[src/rtl/tdl_pkg.sv]
package tdl_pkg;
  localparam int unsigned TDL_MAX_DEPTH = 64;

  // one-hot stage select for a tap address
  function automatic logic [TDL_MAX_DEPTH-1:0] tap_onehot(input int unsigned sel);
    logic [TDL_MAX_DEPTH-1:0] v;
    v = '0;
    v[sel] = 1'b1;
    return v;
  endfunction

  // delay in enabled cycles for an address and output register option
  function automatic int unsigned tap_latency(input int unsigned sel, input bit out_reg);
    return sel + 1 + (out_reg ? 1 : 0);
  endfunction
endpackage

[src/rtl/tdl_shift_core.sv]
module tdl_shift_core #(
  parameter int unsigned DEPTH = 16
) (
  input  logic             clk,
  input  logic             rst_n,
  input  logic             shift_en,
  input  logic             ser_in,
  output logic [DEPTH-1:0] stage_q
);
  logic shift_fire;
  assign shift_fire = shift_en;

  always_ff @(posedge clk or negedge rst_n) begin
    if (!rst_n)          stage_q <= '0;
    else if (shift_fire) stage_q <= {stage_q[DEPTH-2:0], ser_in};
  end

  // entry stage takes the serial bit
  p_shift_entry_r2: assert property (@(posedge clk) disable iff (!rst_n)
    shift_fire |=> stage_q[0] == $past(ser_in));
  // every later stage takes its predecessor
  p_shift_advance_r2: assert property (@(posedge clk) disable iff (!rst_n)
    shift_fire |=> stage_q[DEPTH-1:1] == $past(stage_q[DEPTH-2:0]));
  // disabled edge holds all stages
  p_hold_r5: assert property (@(posedge clk) disable iff (!rst_n)
    !shift_fire |=> $stable(stage_q));
endmodule

[src/rtl/tdl_tap_mux.sv]
module tdl_tap_mux
  import tdl_pkg::*;
#(
  parameter int unsigned DEPTH  = 16,
  parameter int unsigned ADDR_W = 4
) (
  input  logic [DEPTH-1:0]  stage_q,
  input  logic [ADDR_W-1:0] tap_sel,
  output logic              tap_bit
);
  logic [TDL_MAX_DEPTH-1:0] sel_full;
  logic [DEPTH-1:0]         sel_hot;
  logic [DEPTH-1:0]         picked;

  always_comb sel_full = tap_onehot(int'(tap_sel));
  assign sel_hot = sel_full[DEPTH-1:0];

  for (genvar g = 0; g < DEPTH; g++) begin : g_pick
    assign picked[g] = stage_q[g] & sel_hot[g];
  end

  assign tap_bit = |picked;
endmodule

[src/rtl/tdl_out_stage.sv]
module tdl_out_stage #(
  parameter bit OUT_REG = 1'b0
) (
  input  logic clk,
  input  logic rst_n,
  input  logic shift_en,
  input  logic d,
  output logic q
);
  if (OUT_REG) begin : g_reg
    always_ff @(posedge clk or negedge rst_n) begin
      if (!rst_n)        q <= 1'b0;
      else if (shift_en) q <= d;
    end
    // register loads the selected bit on an enabled edge
    p_reg_load_r7: assert property (@(posedge clk) disable iff (!rst_n)
      shift_en |=> q == $past(d));
    // register holds while disabled
    p_reg_hold_r7: assert property (@(posedge clk) disable iff (!rst_n)
      !shift_en |=> $stable(q));
  end else begin : g_wire
    assign q = d;
  end
endmodule

[src/rtl/tap_delay_line.sv]
module tap_delay_line
  import tdl_pkg::*;
#(
  parameter int unsigned DEPTH   = 16,
  parameter bit          OUT_REG = 1'b0,
  localparam int unsigned ADDR_W = $clog2(DEPTH)
) (
  input  logic              clk,
  input  logic              rst_n,
  input  logic              shift_en,
  input  logic              ser_in,
  input  logic [ADDR_W-1:0] tap_sel,
  output logic              tap_out,
  output logic              cascade_out
);
  localparam int unsigned MAX_DELAY = tap_latency(DEPTH - 1, OUT_REG);

  logic [DEPTH-1:0] stage_q;
  logic             tap_bit;

  initial begin
    if (DEPTH < 2 || DEPTH > TDL_MAX_DEPTH || MAX_DELAY != DEPTH + (OUT_REG ? 1 : 0))
      $error("tap_delay_line: unsupported DEPTH");
  end

  tdl_shift_core #(.DEPTH(DEPTH)) u_core (
    .clk      (clk),
    .rst_n    (rst_n),
    .shift_en (shift_en),
    .ser_in   (ser_in),
    .stage_q  (stage_q)
  );

  tdl_tap_mux #(.DEPTH(DEPTH), .ADDR_W(ADDR_W)) u_mux (
    .stage_q (stage_q),
    .tap_sel (tap_sel),
    .tap_bit (tap_bit)
  );

  tdl_out_stage #(.OUT_REG(OUT_REG)) u_out (
    .clk      (clk),
    .rst_n    (rst_n),
    .shift_en (shift_en),
    .d        (tap_bit),
    .q        (tap_out)
  );

  assign cascade_out = stage_q[DEPTH-1];

  // cascade output moves one stage per enabled edge
  p_cascade_r4: assert property (@(posedge clk) disable iff (!rst_n)
    shift_en |=> cascade_out == $past(stage_q[DEPTH-2]));
  // cascade output steady while disabled
  p_cascade_hold_r5: assert property (@(posedge clk) disable iff (!rst_n)
    !shift_en |=> $stable(cascade_out));
endmodule

[config.mk]
export PLATFORM = sky130hd
export DESIGN_NAME = tap_delay_line
export DESIGN_NICKNAME = d
export VERILOG_FILES = /design/src/rtl/tdl_pkg.sv /design/src/rtl/tdl_shift_core.sv /design/src/rtl/tdl_tap_mux.sv /design/src/rtl/tdl_out_stage.sv /design/src/rtl/tap_delay_line.sv
export SDC_FILE = /design/constraint.sdc
export NUM_CORES = 1
export LEC_CHECK = 0
export BUFFER_PORTS_ARGS = -buffer_cell sky130_fd_sc_hd__buf_2
export CAP_MARGIN = 20
export CORE_MARGIN = 2
export CORE_UTILIZATION = 53
export CTS_CLUSTER_DIAMETER = 60
export DETAILED_ROUTE_END_ITERATION = 8
export PLACE_DENSITY = 0.82
export SETUP_SLACK_MARGIN = 0.3
export SLEW_MARGIN = 30
export SYNTH_ARGS = -nofsm -noshare
export SYNTH_HDL_FRONTEND = slang
export SYNTH_SLANG_ARGS = --single-unit
[constraint.sdc]
create_clock -name clk -period 1.44 [get_ports clk]
set_input_delay 0.216 -clock clk [delete_from_list [all_inputs] [get_ports clk]]
set_output_delay 0.216 -clock clk [all_outputs]
set_load 0.01 [all_outputs]
==> reports/qor.txt <==
Detail Route Antenna Nets - 0
# setup viols final - 1
nets - 79
IR drop worst, VDD - 1039 uV
PnR worst setup slack - -0.2747 ns
ratio of cells with drive above 1 in the final layout - 71.01%
area grow syn2layout - 28.79%
Cells after Synth - 41
failing checks - setup timing
DR DRC count - 0
worst setup path startpoint - u_core.stage_q[15]$_DFFE_PN0P_
final period utilization - 119.1%
total CTS buffers - 3
Buffers on Ports - 9
mux cell area share after synthesis - 43.45%
biggest regs - u_core.stage_q (16)
CTS root buffer - clkbuf_4
width of the die - 41.01 um
Arr. time, crit path - 1.50 ns
RSZ-0062 raised after global routing - yes
first-pass GRT wire length - 1.994 mm
site row count - 13
post-synthesis xor/xnor area fraction - 0%
GR Util All Layers - 19.67%
wire length per cell - 15.54 um
Initial DRT Pass Iterations - 4
Startpoint Class - register
status - finished with violations
Routed Wire Length - 1.305 mm
FF-to-FF path depth - 3
CORE AREA - 1285 um^2
# clock sinks - 16
drt via density - 5.393
endpoint class of the critical path - output port
Hold Path Class - in -> reg
Synth Area in Adders - 0%
clk_skew - 0.001625 ns
total number of vias - 453
Total Neg Setup Slack - -0.2747 ns
Power Dens Cells - 1740 nW/um^2
Die ar. - 1681 um^2
Tightest Pin Transition - 0.3411 ns
most frequent cells in the layout - mux2_2, buf_4, dfrtp_1
Tmin final - 1.715 ns
Hold Crit Depth - 2
cell count after placement - 66
CTS H-Tree Depth - 1
Initial Util - 56.48%
Relative slew margins - 77.26%
global route total overflow - 0
Hold Path Origin - ser_in
max FFs per register - 16
Pwr Total - 1.627 mW
DRT iter0 DRCs - 7
Syn Nets - 49
share of the yosys chip area belonging to registers - 55.17%
WP data required - 1.22 ns
max-slew violation count - 0
global placement routability congestion - 0.7076
CTS tree - built
Synth Register Bits - 16
fmax - 0.5832 GHz
Avg Cell Area, Syn - 17.70 um^2
LEAKAGE - 0.4404 nW
initial antenna violation count - 0
fraction of the mapped netlist area in simple logic gates - 0%
largest family of logic cells by synthesized area - multiplexers
clock-pin slew on the worst setup and hold paths - 0.08 ns
hpwl dp - 867.6 um
height of the die - 41.01 um
Synth Warn # - 0
endpoints failing hold - 0
worst hold margin - 0.1683 ns
number of fill cells - 74
Worst-Skew Late Latency - 0.27 ns
final core utilization - 72.74%
diode count - 0
CP Class - reg -> out
vias in the first global route - 451
Worst Path Max Fanout - 2
Synth Cell Area - 725.7 um^2
Unique masters post-synth - 5
IO Count - 10
Bufs on Longest Clock Path - 2
max cap viols - 0
register name with the most flops - u_core.stage_q
largest net degree at the start of global routing - 17
RR Startpoint - u_core.stage_q[3]$_DFFE_PN0P_
post-synthesis compound-gate area fraction - 0%
Finished Layout Cells - 84
-- what timing repair did --
action	CTS	global route
buffers inserted	13	1
pin swaps	0	0
resized for setup	4	1
setup endpoints to repair	1	2
gates cloned	0	0
hold endpoints to repair	16	0
hold buffers	1	0
-- cells by family (layout without fill, tap and decap cells) --
logic type,count (synthesis),after routing
buffers and inverters,2,30
multiplexers,23,23
flip-flops,16,16
-- final cells by class --
type,instances,area (um^2),area share [%]
timing repair buffer,27,192.7,20.62
clock buffer,3,22.52,2.410
multi-input combinational,23,300.3,32.13
sequential,16,400.4,42.84
tap,15,18.77,2.008
-- power breakdown --
| group | total, mW | internal [mW] | switching (mW) |
|---|---|---|---|
| Clock | 0.220 | 0.0969 | 0.123 |
| Combinational | 0.684 | 0.478 | 0.206 |
| Sequential | 0.722 | 0.620 | 0.102 |
| Total | 1.63 | 1.20 | 0.431 |
-- path summary, 6_finish.rpt --
path | to | slack, ns
min reg2reg | u_core.stage_q[5]$_DFFE_PN0P_ | 0.54
min | u_core.stage_q[0]$_DFFE_PN0P_ | 0.17
max in group asynchronous | u_core.stage_q[4]$_DFFE_PN0P_ | 0.82
max reg2reg | u_core.stage_q[3]$_DFFE_PN0P_ | 0.42
max | tap_out | -0.27
min in group asynchronous | u_core.stage_q[5]$_DFFE_PN0P_ | 0.37
-- Yosys cell counts, drive strengths merged --
master   n  area share [%]
dfrtp   16              55
mux2    16              25
buf      2             1.4
mux4     4              14
mux2i    3             4.1
-- per-layer routing --
layer  GRT usage, %  share of wire (%)  vias up  routed length [um]
met5              0                  0        -                   0
met4          13.33                2.1        0                  27
met3          3.261                2.9        2                  38
met2          32.81                 52       13                 679
met1          22.91                 43      221                 559
li1               -                  -      217                   -
-- critical path: stages, from the launching register on --
cell and delay (ns):
dfrtp_1 0.40, mux4_2 0.47, mux2i_1 0.14, mux2i_1 0.08, buf_2 0.14
-- stage by stage --
| stage | setup slack (ns) | instance area, um^2 |
|---|---|---|
| finish | -0.2747 | 934.6 |
| global route | -0.3551 | 934.6 |
| CTS | -0.2799 | 923.4 |
| detailed placement | -0.04731 | 798.3 |
| global placement | -0.01998 | 798.3 |
| floorplan | 0.1125 | 721.9 |
No activity file was read; power rests on OpenSTA's default activity.
